<file path="config.mk">
export PLATFORM = sky130hd
export DESIGN_NAME = interp2_halfband
export DESIGN_NICKNAME = d
export VERILOG_FILES = /design/src/rtl/interp2_pkg.sv /design/src/rtl/interp2_ctrl.sv /design/src/rtl/interp2_branch.sv /design/src/rtl/interp2_scale.sv /design/src/rtl/interp2_halfband.sv
export SDC_FILE = /design/constraint.sdc
export NUM_CORES = 1
export LEC_CHECK = 0
export BUFFER_PORTS_ARGS = -buffer_cell sky130_fd_sc_hd__buf_2
export CORE_ASPECT_RATIO = 0.9
export CORE_MARGIN = 2
export CORE_UTILIZATION = 30
export CTS_CLUSTER_SIZE = 30
export DETAILED_ROUTE_END_ITERATION = 10
export PLACE_DENSITY = 0.44
export SLEW_MARGIN = 20
export SYNTH_ARGS = -nofsm -noshare
export SYNTH_HDL_FRONTEND = slang
export SYNTH_SLANG_ARGS = --single-unit
</file>
<file path="constraint.sdc">
create_clock -name clk -period 10.7 [get_ports clk]
set_clock_uncertainty 0.15 [all_clocks]
set_input_delay 0.535 -clock clk [delete_from_list [all_inputs] [get_ports clk]]
set_output_delay 0.535 -clock clk [all_outputs]
set_load 0.02 [all_outputs]
</file>
<file path="src/rtl/interp2_pkg.sv">
package interp2_pkg;

    typedef enum logic [1:0] {
        ST_WAIT = 2'd0,
        ST_CAP  = 2'd1,
        ST_EVEN = 2'd2,
        ST_DUAL = 2'd3
    } i2_state_e;

endpackage

</file>
<file path="src/rtl/interp2_ctrl.sv">
module interp2_ctrl
    import interp2_pkg::*;
(
    input  logic      clk,
    input  logic      rst_n,
    input  logic      mode_single,
    input  logic      sync,
    output i2_state_e state,
    output logic      shift_en,
    output logic      load_a,
    output logic      load_b,
    output logic      a_even,
    output logic      even_next
);

    i2_state_e state_n;

    // State register
    always_ff @(posedge clk or negedge rst_n) begin
        if (!rst_n) state <= ST_WAIT;
        else        state <= state_n;
    end

    // Next state: dual mode dominates, sync re-phases single mode
    always_comb begin
        state_n = state;
        if (!mode_single) begin
            state_n = ST_DUAL;
        end else if (sync) begin
            state_n = ST_CAP;
        end else begin
            unique case (state)
                ST_WAIT: state_n = ST_WAIT;
                ST_CAP:  state_n = ST_EVEN;
                ST_EVEN: state_n = ST_CAP;
                ST_DUAL: state_n = ST_WAIT;
            endcase
        end
    end

    // Per-state actions for the current edge
    always_comb begin
        shift_en  = 1'b0;
        load_a    = 1'b0;
        load_b    = 1'b0;
        a_even    = 1'b0;
        even_next = 1'b0;
        unique case (state)
            ST_WAIT: ;
            ST_CAP: begin
                shift_en = 1'b1;
                load_a   = 1'b1;
            end
            ST_EVEN: begin
                load_a = 1'b1;
                a_even = 1'b1;
            end
            ST_DUAL: begin
                shift_en  = 1'b1;
                load_a    = 1'b1;
                load_b    = 1'b1;
                a_even    = 1'b1;
                even_next = 1'b1;
            end
        endcase
    end

endmodule

</file>
<file path="src/rtl/interp2_branch.sv">
module interp2_branch #(
    parameter int              DW    = 16,
    parameter int              CW    = 16,
    parameter int              NT    = 7,
    parameter int              PHASE = 0,
    parameter int              NB    = 4,
    parameter int              AW    = 37,
    parameter logic [NT*CW-1:0] COEFS = '0
) (
    input  logic [NB*DW-1:0]     line,
    output logic signed [AW-1:0] acc
);

    logic signed [AW-1:0] prod [NB];

    for (genvar k = 0; k < NB; k++) begin : g_tap
        localparam logic signed [CW-1:0] CK = COEFS[(2*k+PHASE)*CW +: CW];
        assign prod[k] = AW'($signed(line[k*DW +: DW])) * AW'(CK);
    end

    always_comb begin
        acc = '0;
        for (int k = 0; k < NB; k++) acc = acc + prod[k];
    end

endmodule

</file>
<file path="src/rtl/interp2_scale.sv">
module interp2_scale #(
    parameter int AW   = 37,
    parameter int DW   = 16,
    parameter int FRAC = 15
) (
    input  logic signed [AW-1:0] acc,
    output logic signed [DW-1:0] y
);

    // Doubling folds into a shift one short of the fraction width
    localparam int                 SH   = FRAC - 1;
    localparam logic signed [AW:0] RND  = (AW+1)'(1) <<< (SH - 1);
    localparam logic signed [AW:0] MAXV = (AW+1)'((2**(DW-1)) - 1);
    localparam logic signed [AW:0] MINV = -MAXV - (AW+1)'(1);

    logic signed [AW:0] biased;
    logic signed [AW:0] shf;

    always_comb begin
        biased = {acc[AW-1], acc} + RND;
        shf    = biased >>> SH;
        if (shf > MAXV)      y = {1'b0, {(DW-1){1'b1}}};
        else if (shf < MINV) y = {1'b1, {(DW-1){1'b0}}};
        else                 y = shf[DW-1:0];
    end

endmodule

</file>
<file path="src/rtl/interp2_halfband.sv">
module interp2_halfband
    import interp2_pkg::*;
#(
    parameter int               DW    = 16,
    parameter int               CW    = 16,
    parameter int               NT    = 7,
    parameter int               FRAC  = 15,
    parameter logic [NT*CW-1:0] COEFS = {-16'sd1024, 16'sd0, 16'sd9216, 16'sd16384,
                                          16'sd9216, 16'sd0, -16'sd1024}
) (
    input  logic          clk,
    input  logic          rst_n,
    input  logic          mode_single,
    input  logic          sync,
    input  logic [DW-1:0] din,
    output logic [DW-1:0] out_a,
    output logic [DW-1:0] out_b,
    output logic          out_valid
);

    localparam int NE = (NT + 1) / 2;
    localparam int NO = NT / 2;
    localparam int AW = DW + CW + $clog2(NT) + 2;

    i2_state_e state;
    logic      shift_en, load_a, load_b, a_even, even_next;

    logic [NE*DW-1:0]     dline_q;
    logic [NE*DW-1:0]     dline_n;
    logic [NE*DW-1:0]     even_in;
    logic signed [AW-1:0] acc_even, acc_odd;
    logic signed [DW-1:0] y_even, y_odd;

    interp2_ctrl u_ctrl (
        .clk        (clk),
        .rst_n      (rst_n),
        .mode_single(mode_single),
        .sync       (sync),
        .state      (state),
        .shift_en   (shift_en),
        .load_a     (load_a),
        .load_b     (load_b),
        .a_even     (a_even),
        .even_next  (even_next)
    );

    // Newest sample occupies the lowest slot
    assign dline_n = {dline_q[(NE-1)*DW-1:0], din};
    assign even_in = even_next ? dline_n : dline_q;

    interp2_branch #(
        .DW(DW), .CW(CW), .NT(NT), .PHASE(0), .NB(NE), .AW(AW), .COEFS(COEFS)
    ) u_even (
        .line(even_in),
        .acc (acc_even)
    );

    interp2_branch #(
        .DW(DW), .CW(CW), .NT(NT), .PHASE(1), .NB(NO), .AW(AW), .COEFS(COEFS)
    ) u_odd (
        .line(dline_q[NO*DW-1:0]),
        .acc (acc_odd)
    );

    interp2_scale #(.AW(AW), .DW(DW), .FRAC(FRAC)) u_scl_even (
        .acc(acc_even),
        .y  (y_even)
    );

    interp2_scale #(.AW(AW), .DW(DW), .FRAC(FRAC)) u_scl_odd (
        .acc(acc_odd),
        .y  (y_odd)
    );

    always_ff @(posedge clk or negedge rst_n) begin
        if (!rst_n) begin
            dline_q   <= '0;
            out_a     <= '0;
            out_b     <= '0;
            out_valid <= 1'b0;
        end else begin
            if (shift_en) dline_q <= dline_n;
            if (load_a)   out_a   <= a_even ? y_even : y_odd;
            if (load_b)   out_b   <= y_odd;
            out_valid <= load_a;
        end
    end

endmodule

</file>
==> flow_metrics.py <==
metrics = {
    "logic_synthesis": {
        "synth_cell_types": 82,
        "netlist_top_cells_count": "nand2_1 (117), dfrtp_1 (99), ha_1 (79)",
        "avgSynthCellArea_um2": 9.01,
        "yosysTopAreaCell": "dfrtp_1",
        "ys_ff_latch": 99,
        "synth-simple-area-share_pct": 16.6,
        "yosys-mux-area-fraction_pct": 10.8,
        "synth-adder-area-share_pct": 19.0,
        "synth_warnings": 0,
        "yosysMostFrequentCell": "nand2_1",
        "synth_top_area_share_pct": 23.0,
        "ys.flop_type": "dfrtp_1",
        "ys_seq_area_share_pct": 23.0,
        "synth_top_family_by_area": "adder cells",
        "synthCells": 1197,
        "synth_async_sr_flop_share_pct": 100,
        "synthXorXnorAreaFrac_pct": 8.36,
        "syn-num-nets": 1349,
        "synth_edf_count": 0,
        "synth_compound_area_share_pct": 17.7,
        "synth_area_leaders": "dfrtp_1 (23%), fa_1 (9.8%), ha_1 (9.2%)",
        "syn-cell-area_um2": 10800,
    },
    "timing": {
        "slew_headroom_pct": 30.6,
        "rsz0062_at_grt": "no",
        "period_needed_ns": 9.83,
        "hold_viol": 0,
        "layout_worst_path_cycle_share_pct": 91.9,
        "setup_viol": 0,
        "slew_viol_final": 0,
        "tns_ns": 0,
        "maxClockFrequency_mhz": 102,
        "tightest_slew_ns": 1.01,
    },
    "clock_network": {
        "clkTransAtPathRegs_ns": 0.07,
        "clock_latency_ns": 0.38,
        "cts_tree": "built",
        "cts_buffers": 9,
        "cts_resized": 0,
        "cts_hold_buffers": 0,
        "cts.sinks": 99,
        "h-tree-depth": 3,
        "cts_root_buf": "clkbuf_16",
        "postCtsSetupRepairBufs": 0,
        "cts_buffer_depth": 2,
    },
    "global_routing": {
        "grt_pass1_wl_um": 52900,
        "antenna_found_initial": 2,
        "grt_overflow": 0,
        "grt_max_degree": 58,
        "grt_use_total_pct": 18.3,
        "grt_pass1_vias": 8775,
    },
    "critical_path": {
        "critPathLaunchType": "flop",
        "crit_arrival_ns": 9.94,
        "critPathMaxFanout": 28,
        "setup.worst_path.end_class": "flop",
        "cpPeakStageDelay_ns": 0.74,
        "slowest_stage": "a21boi_0",
        "cp.required_ns": 10.82,
        "r2r_start": "u_ctrl.state[1]$_DFF_PN0_",
        "cp_common_cell": "a21oi_1",
        "crit_path_start": "u_ctrl.state[1]$_DFF_PN0_",
        "criticalPathCategory": "flop to flop",
    },
    "floorplan": {
        "core-area_um2": 35200,
        "die_w_um": 204,
        "fp-row-count": 65,
        "die_area_um2": 37500,
        "ios": 53,
        "start_util_pct": 30.6,
        "chipHeight_um": 184,
    },
    "cells_and_area": {
        "syn2layout_area_growth_pct": 9.72,
        "drive_gt1_share_pct": 14.7,
        "final_nets": 1377,
        "n_antenna_cell": 0,
    },
    "drt": {
        "wl_per_cell_um": 19.4,
        "antenna_left": 0,
        "vias": 8878,
        "drt_iter0_drc": 552,
        "drc": 0,
        "drt_pass1_iterations": 5,
        "post_drt_via_cell_ratio": 5.23,
        "wl_um": 33000,
    },
    "job": {
        "drv_cap": 0,
    },
    "placement": {
        "dp_hpwl_um": 26300,
        "place.gp.congestion": 0.832,
        "io_buffers": 52,
    },
    "worst_hold_path": {
        "hold_class": "input port to asynchronous set/reset pin",
    },
    "outcome": {
        "outcome": "complete, no violations",
    },
}
[final timing paths]
path                                                  end  slack, ns  cells after the start
min in group clk                u_ctrl.state[1]$_DFF_PN0_       0.22                      2
worst min-delay path               dline_q[4]$_DFFE_PN0P_       0.01                      1
worst max-delay path                 out_a[3]$_DFFE_PN0P_       0.87                     34
worst max register to register       out_a[3]$_DFFE_PN0P_       0.87                     34
max in group asynchronous           out_b[14]$_DFFE_PN0N_       9.16                      2
worst min register to register      out_b[15]$_DFFE_PN0N_       0.32                      1
[flip-flops by register name, indices dropped and copies added (netlist names)]
signal and cells:
out_valid 1, out_b 16, out_a 16, u_ctrl.state 2, dline_q 64
[worst max-delay path: cells and delay by family, from the launching register on]
kind | cells | cell delay, ns
flip-flops | 1 | 0.33
buffers and inverters | 3 | 0.38
AO/OA/AOI/OAI | 18 | 5.10
AND/OR/NAND/NOR | 6 | 1.14
adder cells (fa/ha/maj) | 4 | 1.82
multiplexers | 1 | 0.35
XOR/XNOR | 2 | 0.45
[per-stage QoR]
step	utilization [%]	worst slack [ns]	std cells	hold slack, ns	instance area, µm²
floorplan	-	1.51	1197	0.0894	10800
global placement	32.7	1.07	1683	0.305	11500
CTS	33.6	0.962	1698	0.0211	11800
detailed placement	32.7	0.966	1683	0.310	11500
global route	33.6	0.0682	1698	0.0449	11800
finish	33.6	0.871	1698	0.0116	11800
[cells in the final DEF (no fill, tap or decap), types with 5 or more instances in the layout]
cell and n:
nand3_1 18, a21boi_0 5, clkbuf_16 9, buf_4 14, and2_1 14, ha_1 79, o21bai_1 13, a31oi_1 5
a21o_1 31, nand4_1 13, o211ai_1 11, inv_1 72, or3_1 7, mux2_2 74, nor2_1 76, nand2_1 116
fa_1 53, and3_1 22, nor3_1 34, a21oi_1 60, xor2_1 43, a211oi_1 15, xnor2_1 51, dfrtp_1 98
nor2b_1 8, o22a_1 10, a211o_1 5, and4_1 6, o21ai_0 65, o21a_1 14, buf_2 51, o31ai_1 5
mux2i_1 33, or2_2 5, nor4_1 11, nand2b_1 10
[per-layer routing]
layer | vias to the layer above | GRT usage, % | share of wire [%]
met5 | - | 0 | 0
met4 | 0 | 3.94 | 1.4
met3 | 27 | 2.91 | 3.9
met2 | 180 | 26.8 | 42
met1 | 4327 | 28.0 | 53
li1 | 4344 | - | -
[area by class of cell]
type | instances | area, µm²
clock inverters | 6 | 90.1
flip-flops and latches | 99 | 2480
fillers | 3704 | 23400
inverters | 72 | 270
multi-input cells | 978 | 7820
clock buffers | 9 | 225
well taps | 469 | 587
repair buffers | 65 | 360
[cell families (layout without fill, tap and decap cells)]
logic type                 count (synthesis)  count (layout)
xor gates and xnor gates                  98              98
DFF                                       99              99
buffers and inverters                    120             152
muxes                                    107             107
AOI/OAI and AO/OA                        280             280
and+or+nand+nor                          361             361
adders and majority gates                132             132
Power is not shown: default switching activity piles up to over one toggle a cycle in this logic, so the estimate is an artifact.
